$ cat src/rtl/slot_sched_pkg.sv
package slot_sched_pkg;

  localparam int NUM_SCHEMES = 4;
  localparam int MC_PER_PC   = 20;

  typedef enum logic {
    ARR_4X5 = 1'b0,
    ARR_5X4 = 1'b1
  } arrange_e;

  function automatic int max_int(input int a, input int b);
    return (a > b) ? a : b;
  endfunction

  function automatic int lines_of(input arrange_e a);
    return (a == ARR_5X4) ? 5 : 4;
  endfunction

  function automatic int slots_of(input arrange_e a);
    return (a == ARR_5X4) ? 4 : 5;
  endfunction

endpackage

$ cat src/rtl/mc_divider.sv
module mc_divider #(
  parameter int CLKS_PER_MC = 43
) (
  input  logic clk_i,
  input  logic rst_ni,
  output logic mc_stb_o,
  output logic mc_end_o
);
  localparam int CW = (CLKS_PER_MC > 2) ? $clog2(CLKS_PER_MC) : 1;
  localparam logic [CW-1:0] LAST = CW'(CLKS_PER_MC - 1);

  logic [CW-1:0] cnt_q;

  always_ff @(posedge clk_i or negedge rst_ni) begin
    if (!rst_ni)           cnt_q <= '0;
    else if (cnt_q == LAST) cnt_q <= '0;
    else                   cnt_q <= cnt_q + CW'(1);
  end

  assign mc_stb_o = (cnt_q == '0);
  assign mc_end_o = (cnt_q == LAST);


  stb_single_chk: assert property (@(posedge clk_i) disable iff (!rst_ni)
    mc_stb_o |=> !mc_stb_o);

  mc_wrap_chk: assert property (@(posedge clk_i) disable iff (!rst_ni)
    mc_end_o |=> mc_stb_o);

endmodule

$ cat src/rtl/line_sequencer.sv
module line_sequencer
  import slot_sched_pkg::*;
(
  input  logic     clk_i,
  input  logic     rst_ni,
  input  logic     mc_end_i,
  input  arrange_e arr_i,
  output logic     timing_slot_o,
  output logic     line_end_o,
  output logic     pc_end_o
);
  logic [2:0] slot_q, line_q;
  logic [2:0] slot_last, line_last;

  assign slot_last = 3'(slots_of(arr_i) - 1);
  assign line_last = 3'(lines_of(arr_i) - 1);

  assign timing_slot_o = (slot_q == slot_last);
  assign line_end_o    = mc_end_i && timing_slot_o;
  assign pc_end_o      = line_end_o && (line_q == line_last);

  always_ff @(posedge clk_i or negedge rst_ni) begin
    if (!rst_ni) begin
      slot_q <= '0;
      line_q <= '0;
    end else if (mc_end_i) begin
      if (timing_slot_o) begin
        slot_q <= '0;
        line_q <= (line_q == line_last) ? 3'd0 : line_q + 3'd1;
      end else begin
        slot_q <= slot_q + 3'd1;
      end
    end
  end


  timing_one_mc_chk: assert property (@(posedge clk_i) disable iff (!rst_ni)
    (timing_slot_o && mc_end_i) |=> !timing_slot_o);

  slot_hold_chk: assert property (@(posedge clk_i) disable iff (!rst_ni)
    !mc_end_i |=> ($stable(slot_q) && $stable(line_q)));

endmodule

$ cat src/rtl/field_tracker.sv
module field_tracker
  import slot_sched_pkg::*;
#(
  parameter int PC_FIELD_0  = 128,
  parameter int PC_FIELD_1  = 160,
  parameter int PC_FIELD_2  = 96,
  parameter int PC_FIELD_3  = 120,
  parameter int VSYNC_LINES = 4,
  parameter int PC_W        = 8,
  parameter int LINE_W      = 10,
  parameter int FIELD_W     = 8
) (
  input  logic               clk_i,
  input  logic               rst_ni,
  input  logic               line_end_i,
  input  logic               pc_end_i,
  input  logic [1:0]         scheme_i,
  output arrange_e           arr_o,
  output logic [LINE_W-1:0]  line_o,
  output logic [FIELD_W-1:0] field_o,
  output logic               vsync_o
);
  localparam int PC_TAB [NUM_SCHEMES] = '{PC_FIELD_0, PC_FIELD_1, PC_FIELD_2, PC_FIELD_3};

  logic [1:0]         scheme_q;
  logic [PC_W-1:0]    pc_q;
  logic [LINE_W-1:0]  line_q;
  logic [FIELD_W-1:0] field_q;
  logic [PC_W-1:0]    pc_last_tab [NUM_SCHEMES];
  logic               field_end;

  for (genvar g = 0; g < NUM_SCHEMES; g++) begin : g_pc_last
    assign pc_last_tab[g] = PC_W'(PC_TAB[g] - 1);
  end

  assign field_end = pc_end_i && (pc_q == pc_last_tab[scheme_q]);
  assign arr_o     = arrange_e'(scheme_q[1]);

  always_ff @(posedge clk_i or negedge rst_ni) begin
    if (!rst_ni) begin
      scheme_q <= 2'd0;
      pc_q     <= '0;
      line_q   <= '0;
      field_q  <= '0;
    end else if (field_end) begin
      scheme_q <= scheme_i;
      pc_q     <= '0;
      line_q   <= '0;
      field_q  <= field_q + FIELD_W'(1);
    end else begin
      if (pc_end_i)   pc_q   <= pc_q + PC_W'(1);
      if (line_end_i) line_q <= line_q + LINE_W'(1);
    end
  end

  assign line_o  = line_q;
  assign field_o = field_q;
  assign vsync_o = (line_q < LINE_W'(VSYNC_LINES));


  scheme_hold_chk: assert property (@(posedge clk_i) disable iff (!rst_ni)
    !field_end |=> $stable(scheme_q));

  vsync_start_chk: assert property (@(posedge clk_i) disable iff (!rst_ni)
    $rose(vsync_o) |-> (line_q == '0));

  field_hold_chk: assert property (@(posedge clk_i) disable iff (!rst_ni)
    !field_end |=> $stable(field_q));

endmodule

$ cat src/rtl/slot_sched.sv
module slot_sched
  import slot_sched_pkg::*;
#(
  parameter int CLKS_PER_MC = 43,
  parameter int PC_FIELD_0  = 128,
  parameter int PC_FIELD_1  = 160,
  parameter int PC_FIELD_2  = 96,
  parameter int PC_FIELD_3  = 120,
  parameter int VSYNC_LINES = 4,
  parameter int FIELD_W     = 8,
  localparam int MAX_PC     = max_int(max_int(PC_FIELD_0, PC_FIELD_1),
                                      max_int(PC_FIELD_2, PC_FIELD_3)),
  localparam int LINE_W     = $clog2(MAX_PC * 5 + 1),
  localparam int PC_W       = (MAX_PC > 2) ? $clog2(MAX_PC) : 1
) (
  input  logic               clk_i,
  input  logic               rst_ni,
  input  logic [1:0]         scheme_i,
  output logic               mc_stb_o,
  output logic               timing_slot_o,
  output logic               user_slot_o,
  output logic [LINE_W-1:0]  line_o,
  output logic [FIELD_W-1:0] field_o,
  output logic               hsync_o,
  output logic               vsync_o
);
  logic     mc_end;
  logic     line_end, pc_end;
  arrange_e arr;

  mc_divider #(.CLKS_PER_MC(CLKS_PER_MC)) u_div (
    .clk_i    (clk_i),
    .rst_ni   (rst_ni),
    .mc_stb_o (mc_stb_o),
    .mc_end_o (mc_end)
  );

  line_sequencer u_seq (
    .clk_i         (clk_i),
    .rst_ni        (rst_ni),
    .mc_end_i      (mc_end),
    .arr_i         (arr),
    .timing_slot_o (timing_slot_o),
    .line_end_o    (line_end),
    .pc_end_o      (pc_end)
  );

  field_tracker #(
    .PC_FIELD_0  (PC_FIELD_0),
    .PC_FIELD_1  (PC_FIELD_1),
    .PC_FIELD_2  (PC_FIELD_2),
    .PC_FIELD_3  (PC_FIELD_3),
    .VSYNC_LINES (VSYNC_LINES),
    .PC_W        (PC_W),
    .LINE_W      (LINE_W),
    .FIELD_W     (FIELD_W)
  ) u_fld (
    .clk_i      (clk_i),
    .rst_ni     (rst_ni),
    .line_end_i (line_end),
    .pc_end_i   (pc_end),
    .scheme_i   (scheme_i),
    .arr_o      (arr),
    .line_o     (line_o),
    .field_o    (field_o),
    .vsync_o    (vsync_o)
  );

  assign user_slot_o = !timing_slot_o;
  assign hsync_o     = timing_slot_o;


  hsync_in_slot_chk: assert property (@(posedge clk_i) disable iff (!rst_ni)
    $rose(hsync_o) |-> mc_stb_o);

endmodule

$ cat config.mk
export PLATFORM = sky130hd
export DESIGN_NAME = slot_sched
export DESIGN_NICKNAME = d
export VERILOG_FILES = /design/src/rtl/slot_sched_pkg.sv /design/src/rtl/mc_divider.sv /design/src/rtl/line_sequencer.sv /design/src/rtl/field_tracker.sv /design/src/rtl/slot_sched.sv
export SDC_FILE = /design/constraint.sdc
export NUM_CORES = 1
export LEC_CHECK = 0
export ABC_AREA = 1
export ABC_CLOCK_PERIOD_IN_PS = 4910
export BUFFER_PORTS_ARGS = -buffer_cell sky130_fd_sc_hd__buf_2
export CORE_ASPECT_RATIO = 1.25
export CORE_MARGIN = 3
export CORE_UTILIZATION = 63
export DETAILED_ROUTE_END_ITERATION = 8
export PLACE_DENSITY_LB_ADDON = 0.05
export SKIP_LAST_GASP = 1
export SLEW_MARGIN = 5
export SYNTH_ARGS = -nofsm -noshare
export SYNTH_HDL_FRONTEND = slang
export SYNTH_SLANG_ARGS = --single-unit
$ cat constraint.sdc
create_clock -name clk_i -period 4.91 [get_ports clk_i]
set_input_delay 0.491 -clock clk_i [delete_from_list [all_inputs] [get_ports clk_i]]
set_output_delay 0.491 -clock clk_i [all_outputs]
set_load 0.1 [all_outputs]
# Word level (Yosys, flattened, before mapping)
# Cells that the tools add are included.
# totals
reg_bits,40
word_cells,42
output_inout_bits,23
# op_classes
n_mux,12
n_reduce_logical,8
addsub,8
eq_ne,4
magnitude_cmp,2
bitwise_logic,1
# ops
op,n
8-bit 2-to-1 mux,4
10-bit 2-to-1 mux,2
8-bit by 1-bit adder with 8-bit output (second input constant),2
8-bit binary-select mux with 2-bit select,1
10-bit by 1-bit adder with 10-bit output (second input constant),1
10-bit by 3-bit < comparator with 1-bit output (second input constant),1
8-bit == test,1
3-bit by 1-bit adder with 3-bit output (second input constant),2
6-bit by 1-bit adder with 6-bit output (second input constant),1
3-bit == test,2
6-bit == test (second input constant),1
6-bit zero test,1
3-bit 2-to-1 mux,2
6-bit 2-to-1 mux,1
3-bit by 2-bit subtractor with 3-bit output (second input constant),2
2-bit nonzero test,2
3-bit greater-or-equal comparator (second input constant),1
1-bit logical AND,3
2-bit NOT with 3-bit output,1
1-bit 2-to-1 mux,2
2-bit AND reduction,1
1-bit zero test,1

# Logic depth before layout (Yosys ltp)
# Gate-level depths: netlist (run 1).
# depth
depth_word,7
depth_mapped,11
depth_no_buf,11

# Hierarchy
# A second synthesis (run 1) with hierarchy kept.
# unflattened
hier_cells,331
area_unflattened_um2,2463.6
# by_module_without_submodules
module,instances,area_each_um2,cells_per_inst
field_tracker,1,1691.6,230
line_sequencer,1,394.1,56
mc_divider,1,366.6,43
slot_sched,1,11.3,2

# Least setup slack after synthesis (run 1)
# OpenSTA, ideal clock, no wires.
# synth_path
kind,register to output
from,register u_fld.line_q[5] (netlist: u_fld.line_o[5])
to,output port vsync_o
slack_ns,1.272
t_arrival_ns,3.147
path_stages_with_launch,4
cell_sequence,dfrtp_1 inv_1 nand3_1 nor3_1
# synth_between
elab_chain_cells,1
# synth_lines
item,line_no,rtl
"start, declared",field_tracker.sv:27,logic [LINE_W-1:0] line_q;
"start signal, assigned",field_tracker.sv:52,if (line_end_i) line_q <= line_q + LINE_W'(1);
10-bit by 3-bit < comparator with 1-bit output,field_tracker.sv:58,assign vsync_o = (line_q < LINE_W'(VSYNC_LINES));
"end, declared",slot_sched.sv:25,output logic vsync_o
# Every way passes these cells.

# Worst setup path in the final report (run 1)
# layout_path
from,register u_div.cnt_q[0]
to,output port mc_stb_o
# layout_between
elab_chain_cells,1
# layout_lines
item,line_no,rtl
"start, declared",mc_divider.sv:12,logic [CW-1:0] cnt_q;
"start signal, assigned",mc_divider.sv:17,else cnt_q <= cnt_q + CW'(1);
6-bit zero test,mc_divider.sv:20,assign mc_stb_o = (cnt_q == '0);
"end, declared",slot_sched.sv:19,"output logic mc_stb_o,"
# Every way passes these cells.

==> impl_results.rst, run 1 <==
.. list-table::
   :header-rows: 1

   * - Metric
     - Value
   * - Outcome
     - completed
   * - Commonest non-fill, non-tap cell in the layout
     - nand2_1
   * - Initial DRC Count
     - 78
   * - Area fraction of the dominant cell type after synthesis
     - 42.44%
   * - Die H
     - 74.41 µm
   * - Slew Limit Headroom
     - 42.29%
   * - Hold crit path type
     - in -> async
   * - Wire length of the first global-routing pass
     - 7251 µm
   * - Clock slew at reported path FFs
     - 0.07 ns
   * - Number of detailed-route iterations in the first pass
     - 4
   * - Endpoint of the most critical register-to-register path
     - u_seq.line_q[2]
   * - Total I/O pin count
     - 27
   * - WL final
     - 4227 µm
   * - Die W
     - 60.73 µm
   * - Ratio of cells with drive above 1 in the final layout
     - 14.84%
   * - Combined global-route utilization of all metal layers
     - 21.10%
   * - CTS-repair resized insts
     - 0
   * - Clock latency on the worst-skew pair
     - 0.29 ns
   * - Upper clock frequency limit
     - 471.8 MHz
   * - Number of antenna violations at the first check in global routing
     - 0
   * - DR vias/cell
     - 5.154
   * - DRC violations left
     - 0
   * - Quantity of hold-fixing buffers added after cts
     - 0
   * - Internal power contribution
     - 444.7 µW
   * - Reg-to-reg critical path startpoint
     - u_div.cnt_q[0]
   * - Count of H-tree levels built during CTS
     - 2
   * - Final nets
     - 350
   * - Dominant cells by area after synthesis
     - dfrtp_1 (42%), nand2_1 (14%), inv_1 (6.5%)
   * - Average cell area after synthesis
     - 7.633 µm²
   * - Vias in the first global route
     - 1,705
   * - Instance count of the mapped netlist
     - 309
   * - Final period demand of the worst path
     - 2.119 ns
   * - Clock buffers created by TritonCTS
     - 5
   * - Floorplan core area
     - 3543 µm²
   * - Root buffer cell
     - clkbuf_8
   * - Final instance area
     - 2577 µm²
   * - Data arrival at the endpoint of the critical path
     - 1.63 ns
   * - Final max-slew violation count
     - 0
   * - Starting Density
     - 66.56%
   * - Wire length per cell
     - 11.24 µm
   * - Clock tree sinks
     - 40
   * - Number of rows created at floorplan
     - 24
   * - Commonest cells after routing, fill and taps aside
     - nand2_1 (88), inv_1 (41), dfrtp_1 (40)
   * - Clk_skew
     - 0.005068 ns
   * - Post-place instance area
     - 2487 µm²
   * - Nets in the synthesized netlist
     - 323
   * - Setup TNS
     - 0 ns
   * - Final hold violation count
     - 0
   * - Count of buffers from port buffering
     - 26
   * - Cell taking the most area after synthesis
     - dfrtp_1
   * - Pwr per Cell Area
     - 216.3 nW/µm²
   * - Endpoint kind of the worst setup timing path
     - output port
   * - Worst reg2reg setup slack
     - 2.84 ns
   * - Endpoint required time on the critical path
     - 4.42 ns
   * - Routed via count
     - 1,938
   * - Number of library cell types mapped by synthesis
     - 26
   * - P_leak
     - 1.461 nW
   * - Clock network power share
     - 39.6%
   * - Number of register bits inferred by synthesis
     - 40
   * - Category of the critical setup timing path
     - reg -> out
   * - Worst IR drop on VDD
     - 0.2457 mV
   * - Number of setup buffers added after CTS
     - 0
   * - Portion of the clock cycle consumed by the worst path in the final layout
     - 43.17%
   * - Maximum number of pins on one net before global-route repair
     - 41
   * - Total congestion overflow
     - 0
   * - Total inserted antenna cells
     - 0
   * - Cell area after synthesis
     - 2359 µm²
   * - Yosys Warn Count
     - 0
   * - Sum of net half-perimeters after detailed placement
     - 3088 µm
   * - Tightest Pin Transition
     - 0.8657 ns
   * - Share of total power in combinational logic
     - 1.3%
   * - CTS tree
     - built
   * - Top fanout value on the critical path
     - 5
   * - Layout Area Growth over Synthesis
     - 9.284%
   * - Count of antenna-violating nets left after detailed routing
     - 0
   * - Sort of element at the start of the critical path
     - flip-flop
   * - Number of cells on the worst reg-to-reg path
     - 7
   * - Net switching share of the total power
     - 20.22%
   * - Register share of total power
     - 59.1%
   * - Setup repair after global routing missed its margin
     - no
   * - Final setup fails
     - 0
   * - Die footprint
     - 4519 µm²
   * - Max Root-Sink Buffers
     - 2
   * - Maximum Capacitance Violations
     - 0
   * - Net switching power
     - 112.7 µW
   * - Share of the yosys chip area belonging to registers
     - 42.44%
   * - RePlAce Congestion
     - 0.8106
## stage by stage
stage          hold WS [ns]  worst slack, ns  instances  util (%)  power, mW
5_1_grt              0.3666            2.696        376     72.74     0.5824
6_report             0.3099            2.791        376     72.74     0.5574
2_1_floorplan        0.1954            1.272        309         -     0.3358
3_3_place_gp         0.4850            2.978        368     70.20     0.3434
3_5_place_dp         0.4882            2.879        368     70.20     0.3435
4_1_cts              0.3508            2.770        376     72.74     0.5647
## state kept, by name, indices dropped and copies added (netlist names)
| register | count |
|---|---|
| u_div.cnt_q | 6 |
| u_fld.scheme_q | 2 |
| u_fld.line_o | 10 |
| u_fld.field_o | 8 |
| u_seq.line_q | 3 |
| u_fld.pc_q | 8 |
| u_seq.slot_q | 3 |
## kinds of logic after synthesis
group	after synthesis	synth area share, %
flip-flops	40	42.44
AND/OR/NAND/NOR	171	33.26
XOR/XNOR	9	3.342
AO/OA/AOI/OAI	27	6.207
adder cells (fa/ha/maj)	10	5.305
buffers and inverters	52	9.442
## synthesized netlist by cell type (all sizes together)
master / count
xor2: 7
nand3b: 2
buf: 6
ha: 10
nand2: 93
nand4: 6
o21ai: 20
dfrtp: 40
inv: 45
xnor2: 2
clkinv: 1
a21oi: 7
nor3: 5
nand3: 31
nor2: 34
## area by class of cell
type,count,area [µm²]
clock buffers,8,90.09
fillers,300,965.9
inverters,46,172.7
multi-input cells,217,1135
flip-flops and latches,40,1001
well taps,39,48.80
repair buffers,26,130.1
## worst max-delay path: stages (launching register included)
cell     delay [ns]
dfrtp_1        0.42
inv_1          0.11
ha_1           0.16
nand3_1        0.08
nor3_1         0.12
buf_2          0.44
## layer usage
layer  vias to the layer above  global-route usage (%)  wire (µm)
met5                         -                       0          0
met4                         0                   6.506         55
met3                         5                   5.208        139
met2                        22                   34.72       2006
met1                       883                   27.17       2026
li1                       1028                       -          -
## how the worst max path moves through the flow
stage,end,slack (ns),depth (start not counted),startpoint
5_1_grt,mc_stb_o,2.70,5,u_div.cnt_q[0]
4_1_cts,mc_stb_o,2.77,5,u_div.cnt_q[0]
3_3_place_gp,u_fld.pc_q[2],2.98,7,u_div.cnt_q[0]
3_5_place_dp,u_seq.line_q[2],2.88,7,u_div.cnt_q[0]
6_report,mc_stb_o,2.79,5,u_div.cnt_q[0]
2_1_floorplan,vsync_o,1.27,3,u_fld.line_o[5]
## power groups by stage
stage	logic, mW	registers (mW)	clock network, mW
after floorplan	0.000000768	0.336	0
after global placement	0.00770	0.336	0
after detailed placement	0.00785	0.336	0
after CTS	0.00785	0.329	0.228
after global routing	0.00855	0.329	0.245
final	0.00720	0.329	0.221
Note: power is estimated with default switching activity, not from simulation.
==> run 2: changes to the inputs <==
Settings changed: ABC_AREA 1 to 0, ABC_CLOCK_PERIOD_IN_PS 4910 to 2000, CORE_UTILIZATION 63 to 57.
Clock period 4.91 ns to 2 ns, I/O delays scaled along.
==> run 2 against run 1 <==
  * The flow now finishes with violations (setup timing)
  * Synthesized cell count is 34% lower
  * Power is 150% higher
  * Worst hold slack worse by 0.29 ns
  * Die area is 1.4% lower
  * Final area is 7.2% higher
  * Utilization is 5.9 points higher
  * Critical path type is now reg -> reg
==> impl_results.rst, run 2 <==
.. list-table::
   :header-rows: 1

   * - Metric
     - Value
   * - Maximum number of pins on one net before global-route repair
     - 41 (unchanged)
   * - DR vias/cell
     - 5.853 (+14%)
   * - Die W
     - 60.30 µm (-0.70%)
   * - Post-place instance area
     - 2476 µm² (-0.45%)
   * - Wire length of the first global-routing pass
     - 7583 µm (+4.6%)
   * - Max Root-Sink Buffers
     - 2 (unchanged)
   * - Final nets
     - 273 (-22%)
   * - Final hold violation count
     - 0 (unchanged)
   * - CTS tree
     - built
   * - RePlAce Congestion
     - 0.8620 (+6.3%)
   * - Upper clock frequency limit
     - 449.1 MHz
   * - WL final
     - 4778 µm (+13%)
   * - Total inserted antenna cells
     - 0 (unchanged)
   * - Chain of cells forming the critical path
     - or4b_4 -> a2111o_1 -> nor4_4 -> buf_6 -> mux2_2
   * - Dominant cells by area after synthesis
     - dfrtp_1 (48%), ha_1 (6.0%), xnor2_1 (5.4%)
   * - Layout Area Growth over Synthesis
     - 31.57%
   * - Count of antenna-violating nets left after detailed routing
     - 0 (unchanged)
   * - Final core occ
     - 78.67% (+5.9 points)
   * - Category of the critical setup timing path
     - reg -> reg
   * - Clock slew at reported path FFs
     - 0.08 ns (about the same)
   * - Clock buffers created by TritonCTS
     - 5 (unchanged)
   * - Library cell with the highest instance count after synthesis
     - dfrtp_1
   * - Placement-stage worst setup slack
     - -0.2034 ns (-3.082 ns)
   * - Initial DRC Count
     - 92 (+18%)
   * - Wire length per cell
     - 15.98 µm (+42%)
   * - Worst IR drop on VDD
     - 0.5906 mV (+140%)
   * - Die H
     - 73.88 µm (-0.72%)
   * - Final instance area
     - 2764 µm² (+7.2%)
   * - Max FFs per register
     - 10 (unchanged)
   * - Routed via count
     - 1,750 (-9.7%)
   * - Average cell area after synthesis
     - 10.30 µm² (+35%)
   * - Number of detailed-route iterations in the first pass
     - 4 (unchanged)
   * - Vias in the first global route
     - 1,684 (-1.2%)
   * - Setup repair after global routing missed its margin
     - yes
   * - Instance count of the mapped netlist
     - 204 (-34%)
   * - Die footprint
     - 4455 µm² (-1.4%)
   * - Final setup fails
     - 30 (+30)
   * - Number of flops mapped to enable cells by yosys
     - 0 (unchanged)
   * - Setup TNS
     - -3.766 ns (-3.766 ns)
   * - Share of the yosys chip area belonging to registers
     - 47.65% (+5.2 points)
   * - Nets in the synthesized netlist
     - 218 (-33%)
   * - Final max-slew violation count
     - 0 (unchanged)
   * - Commonest cells after routing, fill and taps aside
     - dfrtp_1 (40), buf_4 (23), buf_2 (22)
   * - Clock tree sinks
     - 40 (unchanged)
   * - Layout Cells excl Fill
     - 299 (-20%)
   * - Tightest Pin Transition
     - 0.8885 ns (+0.02289 ns)
   * - Slew Limit Headroom
     - 40.76% (-1.5 points)
   * - Yosys Warn Count
     - 0 (unchanged)
   * - Number of register bits inferred by synthesis
     - 40 (unchanged)
   * - Largest incremental delay on the critical path
     - 0.55 ns (+0.11 ns)
   * - Post-placement cell count
     - 286 (-22%)
   * - Pwr per Cell Area
     - 500.6 nW/µm² (+130%)
   * - Top fanout value on the critical path
     - 10 (+5)
   * - Slack of the critical path
     - -0.2269 ns (-3.017 ns)
   * - Floorplan core area
     - 3513 µm² (-0.85%)
   * - Outcome
     - finished, violations left
   * - Cell area after synthesis
     - 2101 µm² (-11%)
   * - Portion of the clock cycle consumed by the worst path in the final layout
     - 111.3%
   * - Cell at the slowest stage of the critical path
     - or4b_4
   * - Hold crit path type
     - in -> async
   * - Ratio of cells with drive above 1 in the final layout
     - 33.85% (+19 points)
   * - Starting Density
     - 59.79% (-6.8 points)
   * - Maximum Capacitance Violations
     - 0 (unchanged)
   * - Cell taking the most area after synthesis
     - dfrtp_1
   * - Number of library cell types mapped by synthesis
     - 42 (+62%)
   * - Final hold slack
     - 0.02468 ns (-0.2853 ns)
   * - Combined global-route utilization of all metal layers
     - 22.71% (+1.6 points)
   * - Leading register cell type out of synthesis
     - dfrtp_1
   * - Quantity of hold-fixing buffers added after cts
     - 0 (unchanged)
   * - Total congestion overflow
     - 0 (unchanged)
   * - Total chip power
     - 1.384 mW (+150%)
   * - Violated checks
     - setup timing
   * - Worst reg2reg setup slack
     - -0.23 ns (-3.07 ns)
   * - Clock latency on the worst-skew pair
     - 0.30 ns (about the same)
   * - Total I/O pin count
     - 27 (unchanged)
   * - Commonest non-fill, non-tap cell in the layout
     - dfrtp_1
   * - Data arrival at the endpoint of the critical path
     - 2.40 ns (+0.77 ns)
   * - Count of H-tree levels built during CTS
     - 2 (unchanged)
   * - List of most frequent post-synthesis cells
     - dfrtp_1 (40), nand2_1 (23), nor2_1 (20)
   * - Endpoint kind of the worst setup timing path
     - flip-flop
   * - Endpoint required time on the critical path
     - 2.18 ns (-2.24 ns)
   * - Fraction of registers with async set or reset after synthesis
     - 100.0% (unchanged)
   * - Number of antenna violations at the first check in global routing
     - 0 (unchanged)
   * - P_leak
     - 1.423 nW (-2.6%)
   * - Number of rows created at floorplan
     - 24 (unchanged)
   * - Final period demand of the worst path
     - 2.227 ns
   * - Count of buffers from port buffering
     - 26 (unchanged)
   * - DRC violations left
     - 0 (unchanged)
   * - Sort of element at the start of the critical path
     - flip-flop
   * - Clk_skew
     - 0.008576 ns (+0.003509 ns)
   * - Sum of net half-perimeters after detailed placement
     - 3038 µm (-1.6%)
   * - Root buffer cell
     - clkbuf_8
   * - Area fraction of the dominant cell type after synthesis
     - 47.65% (+5.2 points)
==> run 2: changes by cell type in the layout (fill, tap and decap cells not counted), moves of 7 or more <==
cell     change
nand2_1     -73
nand3_1     -20
nor2_1      -13
inv_1       -36
buf_6        +7
o21ai_0      -9
buf_4       +23
and3_1       +8
xnor2_1     +11
==> run 2: worst paths after layout <==
| check | cells after the start | end | startpoint |
|---|---|---|---|
| min in group clk_i | 2 | u_fld.scheme_q[0] | scheme_i[0] |
| min | 1 | u_fld.pc_q[1] | rst_ni |
| max | 5 | u_fld.scheme_q[0] | u_seq.slot_q[1] |
| min reg2reg | 1 | u_fld.field_o[3] | u_fld.field_o[3] |
| max in group asynchronous | 1 | u_fld.field_o[5] | rst_ni |
| max reg2reg | 5 | u_fld.scheme_q[0] | u_seq.slot_q[1] |
==> run 2: layer usage <==
metal / vias to the layer above / GRT usage [%] / routed length [µm]
met1: 865 / 27.98 / 1978
met2: 41 / 36.90 / 2476
met4: 0 / 10.59 / 133
met3: 14 / 5.448 / 190
li1: 830 / - / -
met5: - / 0 / 0
==> run 2: final cells by class <==
class                           instances  area (µm²)
Multi-Input combinational cell        152        1184
Timing Repair Buffer                   55       421.7
Tap cell                               39       48.80
Sequential cell                        40        1001
Clock buffer                            8       90.09
Fill cell                             219       749.5
Inverter                                5       18.77
==> run 2: timing repair <==
action / CTS / global route
pin swaps: 5 / 11
setup buffers: 2 / 2
setup endpoints to repair: 31 / 31
gates resized for setup: 19 / 17
cloned: 1 / 0
==> run 2: worst max-delay path: cells and delay by family, from the launching register on <==
| kind | cells | cell delay [ns] |
|---|---|---|
| AOI/OAI and AO/OA | 1 | 0.48 |
| buffers and inverters | 1 | 0.18 |
| DFF | 1 | 0.39 |
| muxes | 1 | 0.33 |
| and+or+nand+nor | 2 | 0.73 |
==> run 2: where the power goes <==
part	switching (mW)	internal, mW	leakage [nW]
clock	0.276	0.281	0.0455
sequential	0	0.808	0.539
combinational	0.0156	0.00208	0.839
==> run 2: logic make-up (layout without fill, tap and decap cells) <==
| kind of cell | Yosys count | in the layout | synth area share [%] |
|---|---|---|---|
| mux | 4 | 4 | 2.084 |
| simple gates | 92 | 92 | 23.88 |
| buf+inv | 12 | 68 | 2.978 |
| fa+ha+maj | 10 | 10 | 5.956 |
| xor+xnor | 24 | 24 | 10.01 |
| flops | 40 | 40 | 47.65 |
| compound gates | 22 | 22 | 7.445 |
==> run 3: changes to the inputs <==
Settings changed: CORE_UTILIZATION 57 to 40.
==> run 3 against run 2 <==
  * The run still ends with setup timing left
  * Combinational power up 36%
  * Via count is 1.0% lower
  * Die area rose by 38%
  * Power is 0.76% higher
  * Largest power group unchanged
==> impl_results.rst, run 3 (synthesis results as in run 2) <==
.. list-table::
   :header-rows: 1

   * - Metric
     - Value
   * - Outcome
     - finished, violations left
   * - Violated checks
     - setup timing
   * - Count of buffers from port buffering
     - 26 (unchanged)
   * - Sum of net half-perimeters after detailed placement
     - 3289 µm (+8.3%)
   * - Final hold violation count
     - 0 (unchanged)
   * - Data arrival at the endpoint of the critical path
     - 2.43 ns (+0.03 ns)
   * - Area used by multi-input combinational logic
     - 1175 µm² (-0.74%)
   * - Final max-slew violation count
     - 0 (unchanged)
   * - DRC violations left
     - 0 (unchanged)
   * - Total chip power
     - 1.394 mW (+0.76%)
   * - Starting Density
     - 42.83% (-17 points)
   * - Share of total power in combinational logic
     - 1.7% (+0.4 points)
   * - Critical hold path startpoint
     - scheme_i[0]
   * - Commonest non-fill, non-tap cell in the layout
     - dfrtp_1
   * - Die footprint
     - 6163 µm² (+38%)
   * - CTS tree
     - built
   * - Final instance area
     - 2872 µm² (+3.9%)
   * - Endpoint kind of the worst setup timing path
     - flip-flop
   * - Number of rows created at floorplan
     - 28 (+17%)
   * - Endpoint required time on the critical path
     - 2.17 ns (about the same)
   * - Total inserted antenna cells
     - 0 (unchanged)
   * - Setup repair after global routing missed its margin
     - yes
   * - Vias in the first global route
     - 1,764 (+4.8%)
   * - Maximum number of pins on one net before global-route repair
     - 41 (unchanged)
   * - # fillers
     - 460 (+110%)
   * - Internal power contribution
     - 1.096 mW (+0.37%)
   * - Routed via count
     - 1,732 (-1.0%)
   * - Net switching share of the total power
     - 21.40% (+0.31 points)
   * - Die W
     - 70.82 µm (+17%)
   * - Slew Limit Headroom
     - 60.58% (+20 points)
   * - Register share of total power
     - 58.0% (-0.4 points)
   * - Wire length per cell
     - 14.22 µm (-11%)
   * - Total congestion overflow
     - 0 (unchanged)
   * - Total I/O pin count
     - 27 (unchanged)
   * - Ratio of cells with drive above 1 in the final layout
     - 35.21% (+1.4 points)
   * - Initial DRC Count
     - 59 (-36%)
   * - Clock slew at reported path FFs
     - 0.07 ns (about the same)
   * - Number of antenna violations at the first check in global routing
     - 0 (unchanged)
   * - Floorplan core area
     - 4905 µm² (+40%)
   * - Combined global-route utilization of all metal layers
     - 15.94% (-6.8 points)
   * - Clk_skew
     - 0.006907 ns (-0.001670 ns)
   * - Sort of element at the start of the critical path
     - flip-flop
   * - Portion of the clock cycle consumed by the worst path in the final layout
     - 112.6% (+1.3 points)
   * - Commonest cells after routing, fill and taps aside
     - dfrtp_1 (40), buf_4 (26), buf_2 (23)
   * - Category of the critical setup timing path
     - reg -> reg
   * - WL final
     - 4649 µm (-2.7%)
   * - Clock tree sinks
     - 40 (unchanged)
   * - Max Root-Sink Buffers
     - 2 (unchanged)
   * - Root buffer cell
     - clkbuf_8
   * - Clock latency on the worst-skew pair
     - 0.29 ns (about the same)
   * - Final period demand of the worst path
     - 2.252 ns (+0.02545 ns)
   * - Wire length of the first global-routing pass
     - 7886 µm (+4.0%)
   * - Maximum Capacitance Violations
     - 0 (unchanged)
   * - Slack of the critical path
     - -0.2524 ns (-0.02545 ns)
   * - Upper clock frequency limit
     - 444.0 MHz (-1.1%)
   * - RePlAce Congestion
     - 0.8126 (-5.7%)
   * - Post-place instance area
     - 2550 µm² (+3.0%)
   * - Net switching power
     - 298.4 µW (+2.2%)
   * - Worst setup startpoint
     - u_seq.slot_q[1]
   * - Die H
     - 87.03 µm (+18%)
   * - Max FFs per register
     - 10 (unchanged)
   * - Layout Area Growth over Synthesis
     - 36.69%
   * - Pwr per Cell Area
     - 485.5 nW/µm² (-3.0%)
   * - Number of detailed-route iterations in the first pass
     - 4 (unchanged)
   * - Setup TNS
     - -3.956 ns (-0.1904 ns)
   * - Final nets
     - 280 (+2.6%)
   * - DR vias/cell
     - 5.297 (-9.5%)
   * - Count of H-tree levels built during CTS
     - 2 (unchanged)
   * - Hold crit path type
     - in -> reg
   * - Reg-to-reg critical path startpoint
     - u_seq.slot_q[1]
   * - Clock network power share
     - 40.3% (about the same)
   * - Clock buffers created by TritonCTS
     - 5 (unchanged)
   * - Final setup fails
     - 29 (-3.3%)
   * - Final core occ
     - 58.55% (-20 points)
   * - P_leak
     - 1.491 nW (+4.7%)
   * - Count of antenna-violating nets left after detailed routing
     - 0 (unchanged)
   * - Worst IR drop on VDD
     - 0.2725 mV (-54%)
   * - Tightest Pin Transition
     - 0.5863 ns (-0.3023 ns)
   * - Top fanout value on the critical path
     - 4 (-6)
   * - Area occupied by registers
     - 1001 µm² (unchanged)
==> run 3: critical path, stage by stage (launching register included) <==
cell and delay [ns]:
dfrtp_1 0.39, or4b_4 0.56, a2111o_1 0.45, buf_4 0.16
buf_6 0.12, nor2_4 0.12, buf_6 0.14, a21bo_2 0.13
o31ai_2 0.06
==> run 3: worst paths after layout <==
path	endpoint	slack, ns	cells after the start
setup reg to reg	u_fld.pc_q[4]	-0.25	8
max in group asynchronous	u_div.cnt_q[5]	1.39	3
hold reg to reg	u_fld.field_o[7]	0.47	1
min in group asynchronous	u_div.cnt_q[0]	0.41	3
setup / recovery	u_fld.pc_q[4]	-0.25	8
hold / removal	u_fld.scheme_q[0]	0.14	2
==> run 3: area by class of cell <==
type | count | area share, %
multi-input cells | 152 | 40.92
inverters | 5 | 0.6536
well taps | 60 | 2.614
repair buffers | 62 | 17.69
clock inverters | 1 | 0.2614
flip-flops and latches | 40 | 34.86
clock buffers | 7 | 3.007
==> run 3: per-stage QoR <==
stage	hold WS, ns	worst slack, ns	cells
after floorplan	-0.09559	-0.2805	204
after global placement	0.1872	-0.1913	310
after detailed placement	0.1889	-0.2531	310
after CTS	0.1378	-0.2371	323
after global routing	0.1317	-0.3080	327
final	0.1436	-0.2524	327
==> run 3: power groups by stage <==
stage	sequential [mW]	clock (mW)	combinational [mW]
2_1_floorplan	0.824	0	0.0000392
3_3_place_gp	0.824	0	0.0240
3_5_place_dp	0.824	0	0.0242
4_1_cts	0.808	0.580	0.0258
5_1_grt	0.808	0.622	0.0283
6_report	0.808	0.562	0.0240
==> run 3: repair_timing <==
item,in CTS,in global routing
gates resized for setup,21,16
gates cloned,1,0
endpoints found under the setup margin,30,31
endpoints found under the hold margin,40,0
pin swaps,3,8
buffers inserted,3,4
hold buffers,1,0
==> run 3: layer usage <==
metal | share of wire (%) | wire length, µm | vias to the layer above | track usage, %
li1 | - | - | 839 | -
met5 | 0 | 0 | - | 0
met3 | 3.1 | 143 | 6 | 3.695
met4 | 1.2 | 57 | 0 | 4.274
met1 | 42 | 1968 | 863 | 18.56
met2 | 53 | 2479 | 24 | 29.20
